$ cat config.mk
export PLATFORM = sky130hd
export DESIGN_NAME = uart9_port
export DESIGN_NICKNAME = d
export VERILOG_FILES = /design/src/rtl/uart9_pkg.sv /design/src/rtl/uart9_tx.sv /design/src/rtl/uart9_rx.sv /design/src/rtl/uart9_port.sv
export SDC_FILE = /design/constraint.sdc
export NUM_CORES = 1
export LEC_CHECK = 0
export ABC_AREA = 1
export CAP_MARGIN = 25
export CORE_MARGIN = 2
export CORE_UTILIZATION = 55
export CTS_CLUSTER_DIAMETER = 30
export CTS_CLUSTER_SIZE = 30
export DETAILED_ROUTE_END_ITERATION = 8
export DONT_BUFFER_PORTS = 1
export PLACE_DENSITY = 0.71
export REMOVE_ABC_BUFFERS = 1
export SETUP_SLACK_MARGIN = 0.15
export SLEW_MARGIN = 0
export SYNTH_ARGS = -nofsm -noshare
export SYNTH_HDL_FRONTEND = slang
export SYNTH_HIERARCHICAL = 1
export SYNTH_SLANG_ARGS = --single-unit
$ cat constraint.sdc
create_clock -name clk -period 2.24 [get_ports clk]
set_clock_uncertainty 0.05 [all_clocks]
set_input_delay 0.112 -clock clk [delete_from_list [all_inputs] [get_ports clk]]
set_output_delay 0.112 -clock clk [all_outputs]
set_load 0.02 [all_outputs]
$ cat src/rtl/uart9_pkg.sv
package uart9_pkg;

    // Receive engine state.
    typedef enum logic [0:0] {
        RX_IDLE = 1'b0,
        RX_BUSY = 1'b1
    } rx_state_e;

endpackage

$ cat src/rtl/uart9_tx.sv
module uart9_tx #(
    parameter int DATA_W = 8,
    parameter int OSR    = 16
) (
    input  logic              clk,
    input  logic              rst_n,
    input  logic              tick_i,
    input  logic              start_i,
    input  logic [DATA_W-1:0] data_i,
    input  logic              b9_i,
    input  logic              nine_i,
    output logic              line_o,
    output logic              busy_o,
    output logic              done_o
);
    localparam int PH_W  = $clog2(OSR);
    localparam int FR_W  = DATA_W + 3;
    localparam int CNT_W = $clog2(FR_W + 1);

    typedef struct packed {
        logic             busy;
        logic [PH_W-1:0]  ph;
        logic [FR_W-1:0]  sh;
        logic [CNT_W-1:0] left;
        logic             line;
    } tx_reg_t;

    tx_reg_t q, d;
    logic    fin;

    always_comb begin
        d   = q;
        fin = 1'b0;
        if (!q.busy) begin
            if (start_i) begin
                d.busy = 1'b1;
                d.ph   = '0;
                if (nine_i) begin
                    d.sh   = {1'b1, b9_i, data_i, 1'b0};
                    d.left = CNT_W'(FR_W);
                end else begin
                    d.sh   = {2'b11, data_i, 1'b0};
                    d.left = CNT_W'(FR_W - 1);
                end
            end
        end else if (tick_i) begin
            if (q.ph == PH_W'(OSR - 1)) begin
                d.ph   = '0;
                d.sh   = {1'b1, q.sh[FR_W-1:1]};
                d.left = q.left - CNT_W'(1);
                if (q.left == CNT_W'(1)) begin
                    d.busy = 1'b0;
                    fin    = 1'b1;
                end
            end else begin
                d.ph = q.ph + PH_W'(1);
            end
        end
        d.line = d.busy ? d.sh[0] : 1'b1;
    end

    always_ff @(posedge clk) begin
        if (!rst_n) begin
            q.busy <= 1'b0;
            q.ph   <= '0;
            q.sh   <= '1;
            q.left <= '0;
            q.line <= 1'b1;
        end else begin
            q <= d;
        end
    end

    assign line_o = q.line;
    assign busy_o = q.busy;
    assign done_o = fin;

endmodule

$ cat src/rtl/uart9_rx.sv
module uart9_rx
    import uart9_pkg::*;
#(
    parameter int DATA_W = 8,
    parameter int OSR    = 16,
    parameter int SYNC   = 2
) (
    input  logic              clk,
    input  logic              rst_n,
    input  logic              tick_i,
    input  logic              line_i,
    input  logic              en_i,
    input  logic              nine_i,
    input  logic              chk_i,
    output logic [DATA_W-1:0] byte_o,
    output logic              b9_o,
    output logic              done_o,
    output logic              ferr_o
);
    localparam int PH_W  = $clog2(OSR);
    localparam int IDX_W = $clog2(DATA_W + 3);
    localparam int MID   = OSR / 2 - 1;

    typedef struct packed {
        rx_state_e         st;
        logic [PH_W-1:0]   ph;
        logic [IDX_W-1:0]  idx;
        logic [DATA_W-1:0] sh;
        logic              b9t;
        logic [DATA_W-1:0] rbyte;
        logic              rb9;
        logic [SYNC-1:0]   sync;
        logic              prev;
    } rx_reg_t;

    rx_reg_t          q, d;
    logic             rxs;
    logic             fall;
    logic             got;
    logic             bad;
    logic [IDX_W-1:0] stop_idx;

    assign rxs      = q.sync[SYNC-1];
    assign fall     = q.prev & ~rxs;
    assign stop_idx = nine_i ? IDX_W'(DATA_W + 2) : IDX_W'(DATA_W + 1);

    always_comb begin
        d      = q;
        got    = 1'b0;
        bad    = 1'b0;
        d.sync = {q.sync[SYNC-2:0], line_i};
        d.prev = rxs;
        unique case (q.st)
            RX_IDLE: begin
                if (en_i && fall) begin
                    d.st  = RX_BUSY;
                    d.ph  = '0;
                    d.idx = '0;
                end
            end
            RX_BUSY: begin
                if (tick_i) begin
                    if (q.ph == PH_W'(MID)) begin
                        if (q.idx == '0) begin
                            if (rxs) begin
                                d.st = RX_IDLE;
                            end
                        end else if (q.idx <= IDX_W'(DATA_W)) begin
                            d.sh = {rxs, q.sh[DATA_W-1:1]};
                            if (q.idx == IDX_W'(DATA_W) && !nine_i && !chk_i) begin
                                got     = 1'b1;
                                d.rbyte = d.sh;
                            end
                        end else if (q.idx == stop_idx) begin
                            d.st = RX_IDLE;
                            if (chk_i) begin
                                got     = 1'b1;
                                bad     = ~rxs;
                                d.rbyte = q.sh;
                                d.rb9   = nine_i ? q.b9t : rxs;
                            end else if (!nine_i) begin
                                d.rb9 = rxs;
                            end
                        end else begin
                            d.b9t = rxs;
                            if (!chk_i) begin
                                got     = 1'b1;
                                d.rbyte = q.sh;
                                d.rb9   = rxs;
                            end
                        end
                    end
                    if (q.ph == PH_W'(OSR - 1)) begin
                        d.ph  = '0;
                        d.idx = q.idx + IDX_W'(1);
                    end else begin
                        d.ph = q.ph + PH_W'(1);
                    end
                end
            end
            default: d.st = RX_IDLE;
        endcase
    end

    always_ff @(posedge clk) begin
        if (!rst_n) begin
            q.st    <= RX_IDLE;
            q.ph    <= '0;
            q.idx   <= '0;
            q.sh    <= '0;
            q.b9t   <= 1'b0;
            q.rbyte <= '0;
            q.rb9   <= 1'b0;
            q.sync  <= '1;
            q.prev  <= 1'b1;
        end else begin
            q <= d;
        end
    end

    assign byte_o = q.rbyte;
    assign b9_o   = q.rb9;
    assign done_o = got;
    assign ferr_o = bad;

endmodule

$ cat src/rtl/uart9_port.sv
module uart9_port #(
    parameter int DATA_W = 8,
    parameter int OSR    = 16,
    parameter int SYNC   = 2
) (
    input  logic              clk,
    input  logic              rst_n,
    input  logic              os_tick,
    input  logic              rx_line,
    output logic              tx_line,
    input  logic              wr_data,
    input  logic [DATA_W-1:0] wr_byte,
    input  logic              tx_bit9,
    input  logic              rx_en,
    input  logic              fe_check_en,
    input  logic              clr_tx_done,
    input  logic              clr_rx_done,
    input  logic              stat_wr,
    input  logic              stat_wdata,
    output logic              stat_bit,
    output logic [DATA_W-1:0] rx_byte,
    output logic              rx_bit9,
    output logic              tx_done,
    output logic              rx_done
);
    typedef struct packed {
        logic tx_done;
        logic rx_done;
        logic fe;
        logic mode9;
    } flag_reg_t;

    flag_reg_t q, d;
    logic      tx_busy;
    logic      tx_fin;
    logic      rx_fin;
    logic      fe_hit;
    logic      fe_flag;
    logic      mode9;

    assign fe_flag = q.fe;
    assign mode9   = q.mode9;

    uart9_tx #(.DATA_W(DATA_W), .OSR(OSR)) u_tx (
        .clk     (clk),
        .rst_n   (rst_n),
        .tick_i  (os_tick),
        .start_i (wr_data),
        .data_i  (wr_byte),
        .b9_i    (tx_bit9),
        .nine_i  (mode9),
        .line_o  (tx_line),
        .busy_o  (tx_busy),
        .done_o  (tx_fin)
    );

    uart9_rx #(.DATA_W(DATA_W), .OSR(OSR), .SYNC(SYNC)) u_rx (
        .clk     (clk),
        .rst_n   (rst_n),
        .tick_i  (os_tick),
        .line_i  (rx_line),
        .en_i    (rx_en),
        .nine_i  (mode9),
        .chk_i   (fe_check_en),
        .byte_o  (rx_byte),
        .b9_o    (rx_bit9),
        .done_o  (rx_fin),
        .ferr_o  (fe_hit)
    );

    always_comb begin
        d = q;
        if (clr_tx_done) d.tx_done = 1'b0;
        if (tx_fin)      d.tx_done = 1'b1;
        if (clr_rx_done) d.rx_done = 1'b0;
        if (rx_fin)      d.rx_done = 1'b1;
        if (stat_wr) begin
            if (fe_check_en) d.fe    = stat_wdata;
            else             d.mode9 = stat_wdata;
        end
        if (fe_hit) d.fe = 1'b1;
    end

    always_ff @(posedge clk) begin
        if (!rst_n) begin
            q <= '0;
        end else begin
            q <= d;
        end
    end

    assign stat_bit = fe_check_en ? q.fe : q.mode9;
    assign tx_done  = q.tx_done;
    assign rx_done  = q.rx_done;

endmodule

==> metrics.cfg, run 1 <==
[outcome]
status=completed

[grt]
grt_pass1_wl_um=9756
grt_pass1_vias=2224
grt_use_total_pct=20.46
antenna_found_initial=0
grt_overflow=0
grt_max_degree=32

[place]
post-place-ws_ns=0.4686
place_area_um2=2846
portBuffers=0
hpwl_um=3825
dp_cells=463
place.gp.congestion=0.8252

[synth]
synth-seq-area-share_pct=38.43
syn-cell-area_um2=2865
synth_flop_cell=dfxtp_1
syn_avg_cell_area_um2=7.023
synth.most_common_cell=nand2_1
synthArstFlopShare_pct=0
synth_top_cell_area_share_pct=38.43
yosys.area_share.xor_xnor_pct=0.3057
ys_ff_latch=55
yosys.area_share.simple_pct=32.88
ys_types=32
synth_top_family_by_area=simple AND/OR/NAND/NOR gates
synth_compound_area_share_pct=12.36
synth_edf_count=0
synth.area.mux_share_pct=0
synth_warnings=6
syn_inst=408
synth_common_cells=nand2_1, inv_1, dfxtp_1
synth.area.top_cells=dfxtp_1, nand2_1, inv_1, a21oi_1, nand3_1
yosys.area_share.adder_pct=2.620
synth_area_leader_cell=dfxtp_1

[power]
cellPowerDensity_nw_per_um2=580.5
total_power_mw=1.828
power.leakage_nw=1.361
ir_worst_vdd_mv=0.3756

[floorplanning]
die_h_um=76.18
placementRows=26
coreArea_um2=5075
ios=33
dieArea_um2=5803
die_x_um=76.18
start_util_pct=56.46

[detailed_routing]
wl_um=5679
via_count=2457
dr.pass1.iters=4
viasPerCell=5.014
first_iter_violations=126
wl_per_cell_um=11.59
ant_nets=0
drc=0

[flow_run]
drv_cap=0

[setup_path]
crit_top_cell=inv_1
cp-start-kind=flop
path_buf_inv=3
crit_fanout=18
worst-path-stages=10
critical_path_class=flop to flop
cp.required_ns=2.39
end_kind=flop
path_delay_family=simple AND/OR/NAND/NOR gates
crit_path_max_incr_delay_ns=0.40
worst_r2r_path_depth=10
cp_cell_sequence=inv_1 > ha_1 > nand2_2 > nand2_4 > inv_1 > nand3_4 > nand3_4 > inv_1 > a21oi_1 > nor2_1
slowest_stage=dfxtp_1
cp.arrival_ns=1.94

[timing]
max_slew.worst_pin.slew_ns=1.048
slew_headroom_pct=29.91
rsz0062_at_grt=false
clock.fmax_mhz=559.4
hold-worst-slack_ns=0.02413
tns_ns=0
fin_crit_sh_pct=79.81
final.min_clock_period_ns=1.788
maxSlewViolCount=0
worst_slack_ns=0.4523
setup_viol=0
hold_viol=0

[hold_path]
holdPathStages=2
holdCritPathClass=primary input to flop

[layout]
multi_input_area_um2=1380
stdcell_area_um2=3149
finalNetCount=445
instances_no_fill=490
final_util_pct=62.06
fill_cells=468
areaGrowthSynthToFinish_pct=9.913
ff_latch_area_um2=1101
antenna_cells=0
drive_above_1_share_pct=10.48

[clocking]
postCtsSetupBuffers=0
cts_buffer_depth=2
clkTransAtPathRegs_ns=0.09
cts_inserted_buffers=5
insertion_delay_ns=0.31
cts_tree=built
cts_root_buf=clkbuf_8
cts_max_level=2
clock-sinks=55

layout make-up:
| type | count | area share, % |
|---|---|---|
| clock buffers | 5 | 2.185 |
| clock inverters | 3 | 1.391 |
| inverters | 68 | 8.105 |
| multi-input cells | 267 | 43.82 |
| flip-flops and latches | 55 | 34.96 |
| well taps | 70 | 2.781 |
| repair buffers | 22 | 6.754 |
registers in the layout (all words and copies together) (netlist names):
signal       cells
rx_done          1
tx_done          1
u_rx/byte_o      8
u_tx/q          19
mode9            1
u_tx/busy_o      1
u_tx/line_o      1
u_rx/b9_o        1
u_rx/d           2
fe_flag          1
u_rx/q          19
cell families (layout without fill, tap and decap cells):
| kind of cell | after synthesis | after routing |
|---|---|---|
| simple gates | 194 | 194 |
| xor+xnor | 1 | 1 |
| fa+ha+maj | 6 | 6 |
| compound gates | 66 | 66 |
| buf+inv | 86 | 98 |
| flops | 55 | 55 |
power breakdown:
group          internal [mW]  switching [mW]
registers               1.00          0.0192
clock network          0.333           0.328
logic                 0.0617          0.0819
cell usage in the layout, fill, tap and decap left out, types with 2 or more instances in the layout:
cell type and count:
nand4_1 11, o21ai_2 2, inv_1 63, o21ai_0 15
a21oi_2 2, inv_2 5, nand3_4 2, nand3_1 27
nand2_1 101, nand2_2 6, buf_4 3, ha_1 6
nor2_1 27, a21oi_1 32, o21ai_1 11, nand3b_1 2
nand2_4 2, clkbuf_8 5, nor2_2 2, or2_2 3
dfxtp_1 55, nor2_4 4, nand3_2 4, dlygate4sd3_1 19
a31oi_1 2
routing by layer:
layer	global-route usage [%]	vias to the layer above	part of all wire [%]	wire length, um
met5	0	-	0	0
met4	7.091	0	1.1	60
met3	5.095	4	4.2	240
met2	34.55	36	47	2696
met1	25.54	1111	47	2681
li1	-	1306	-	-
worst paths after layout:
check,from,end,slack [ns]
max,u_rx/q[22],rx_done,0.45
min,rst_n,u_rx/q[22],0.02
max reg2reg,u_rx/q[22],rx_done,0.45
min reg2reg,u_rx/d[2],u_rx/d[0],0.37
timing repair:
item / CTS / global route
hold buffers: 19 / 0
hold endpoints to repair: 45 / 0
resized for setup: 0 / 0
No activity file was read; power rests on OpenSTA's default activity.
==> run 2: changes to the inputs <==
==> constraint.sdc (replaced) <==
create_clock -name clk -period 1.67 [get_ports clk]
set_clock_uncertainty 0.05 [all_clocks]
set_input_delay 0.0835 -clock clk [delete_from_list [all_inputs] [get_ports clk]]
set_output_delay 0.0835 -clock clk [all_outputs]
set_load 0.02 [all_outputs]
==> metrics.cfg, run 2 (same netlist as run 1, synthesis figures left out) <==
[outcome]
status=finished with violations
violations=negative hold slack

[place]
portBuffers=0  ; unchanged
place.gp.congestion=0.8007  ; -3.0%
hpwl_um=4054  ; +6.0%
post-place-ws_ns=0.01198  ; -0.4566 ns
dp_cells=467  ; +0.86%

[floorplanning]
ios=33  ; unchanged
dieArea_um2=5803  ; unchanged
die_h_um=76.18  ; unchanged
placementRows=26  ; unchanged
die_x_um=76.18  ; unchanged
coreArea_um2=5075  ; unchanged
start_util_pct=56.46  ; unchanged

[layout]
areaGrowthSynthToFinish_pct=20.17
final_util_pct=67.85  ; +5.8 points
antenna_cells=0  ; unchanged
instances_no_fill=505  ; +3.1%
layout_commonest_cell=nand2_1
drive_above_1_share_pct=18.39  ; +7.9 points
mostFrequentLayoutCells=nand2_1, inv_1, dfxtp_1
finalNetCount=460  ; +3.4%

[detailed_routing]
viasPerCell=5.121  ; +2.1%
drc=0  ; unchanged
wl_um=6228  ; +9.7%
first_iter_violations=157  ; +25%
wl_per_cell_um=12.33  ; +6.4%
dr.pass1.iters=4  ; unchanged
ant_nets=0  ; unchanged
via_count=2586  ; +5.3%

[setup_path]
crit_fanout=5  ; -13
cp.arrival_ns=1.69  ; -0.25 ns
slowest_stage=dfxtp_2
critical_path_class=flop to flop
cp.required_ns=1.87  ; -0.52 ns
cp-start-kind=flop
crit_top_cell=nand2_1
end_kind=flop
crit_path_max_incr_delay_ns=0.36  ; -0.04 ns
worst_r2r_path_depth=10  ; unchanged
cp_cell_sequence=inv_2 > nand2_1 > nand2_1 > nand2_2 > nor2_4 > nand3_4 > buf_12 > nand4_1 > nand2_1 > nor2_1

[timing]
maxSlewViolCount=0  ; unchanged
slew_headroom_pct=75.24  ; +45 points
setup_viol=0  ; unchanged
worst_slack_ns=0.1801  ; -0.2722 ns
hold_viol=28  ; +28
tns_ns=0  ; unchanged
hold-worst-slack_ns=-0.1899  ; -0.2140 ns
fin_crit_sh_pct=89.22  ; +9.4 points
max_slew.worst_pin.slew_ns=0.3710  ; -0.6770 ns
final.min_clock_period_ns=1.490  ; -0.2978 ns
clock.fmax_mhz=671.2  ; +20%
rsz0062_at_grt=true

[grt]
grt_overflow=0  ; unchanged
grt_use_total_pct=21.23  ; +0.77 points
grt_pass1_vias=2284  ; +2.7%
grt_max_degree=34  ; +6.3%
grt_pass1_wl_um=10110  ; +3.6%
antenna_found_initial=0  ; unchanged

[power]
ir_worst_vdd_mv=0.3954  ; +5.3%
p_switching_mw=0.5850  ; +36%
clkPwrFrac_pct=32.6  ; -3.6 points
internal_power_mw=1.732  ; +24%
pwr-share-comb_pct=8.3  ; +0.4 points
power.leakage_nw=1.431  ; +5.1%
seq_power_share_pct=59.1  ; +3.1 points
switching_share_pct=25.25  ; +1.8 points
cellPowerDensity_nw_per_um2=672.8  ; +16%
total_power_mw=2.317  ; +27%

[clocking]
insertion_delay_ns=0.31  ; about the same
cts_root_buf=clkbuf_8
cts_inserted_buffers=5  ; unchanged
cts_max_level=2  ; unchanged
holdBufCountCts=21  ; +2
clkTransAtPathRegs_ns=0.10  ; about the same
cts_buffer_depth=2  ; unchanged
clock-sinks=55  ; unchanged
cts_tree=built

[flow_run]
drv_cap=0  ; unchanged

[hold_path]
holdPathStages=1  ; -1
holdCritPathClass=primary input to flop

[run 2: cell count changes in the layout (fill, tap and decap cells not counted), sizes merged]
cell / before / now
inv: 68 / 69
bufinv: 1 / 0
buf: 3 / 12
dlygate4sd3: 19 / 21
clkinv: 2 / 0
clkbuf: 5 / 7
nand3: 33 / 35
nor2: 34 / 35
clkinvlp: 0 / 1
[run 2: final timing paths]
kind / end / slack [ns] / from
setup / recovery: u_rx/byte_o[4] / 0.18 / mode9
hold / removal: u_tx/q[15] / -0.19 / rst_n
setup reg to reg: u_rx/byte_o[4] / 0.18 / mode9
hold reg to reg: u_rx/d[0] / 0.38 / u_rx/d[2]
[run 2: worst max-delay path, delay by kind of cell (launching register included)]
| family | cells | cell delay (ns) |
|---|---|---|
| AND/OR/NAND/NOR | 8 | 0.79 |
| buffers and inverters | 2 | 0.23 |
| flip-flops | 1 | 0.36 |
[run 2: timing repair]
action,CTS,global route
buffers inserted,2,3
setup endpoints to repair,20,28
hold endpoints to repair,50,28
pin swaps,5,17
gates resized for setup,16,27
gates cloned,3,1
[run 2: per-layer routing]
layer  vias to the layer above  share of wire, %  GRT usage (%)
met4                         0               1.8          8.182
met2                        60                47          33.75
li1                       1346                 -              -
met1                      1171                46          28.08
met5                         -                 0              0
met3                         9               5.3          5.095
[run 2: power by group through the flow]
stage,logic (mW),clock network [mW],registers (mW)
2_1_floorplan,0.116,0,1.40
3_3_place_gp,0.143,0,1.40
3_5_place_dp,0.148,0,1.40
4_1_cts,0.189,0.780,1.37
5_1_grt,0.216,0.829,1.37
6_report,0.193,0.754,1.37
[run 2: per-stage QoR]
stage               instance area, um^2  hold WS [ns]
floorplan                          2736        0.1184
finish                             3443       -0.1899
global route                       3443       -0.2053
CTS                                3289       -0.2022
global placement                   2877        0.1245
detailed placement                 2877        0.1299
[run 2: final cells by class]
cell class / instances / area (um^2)
Clock buffer: 6 / 72.57
Fill cell: 453 / 1632
Inverter: 68 / 262.8
Sequential cell: 55 / 1119
Tap cell: 70 / 87.58
Multi-Input combinational cell: 270 / 1524
Clock inverter: 2 / 16.27
Timing Repair Buffer: 34 / 361.6
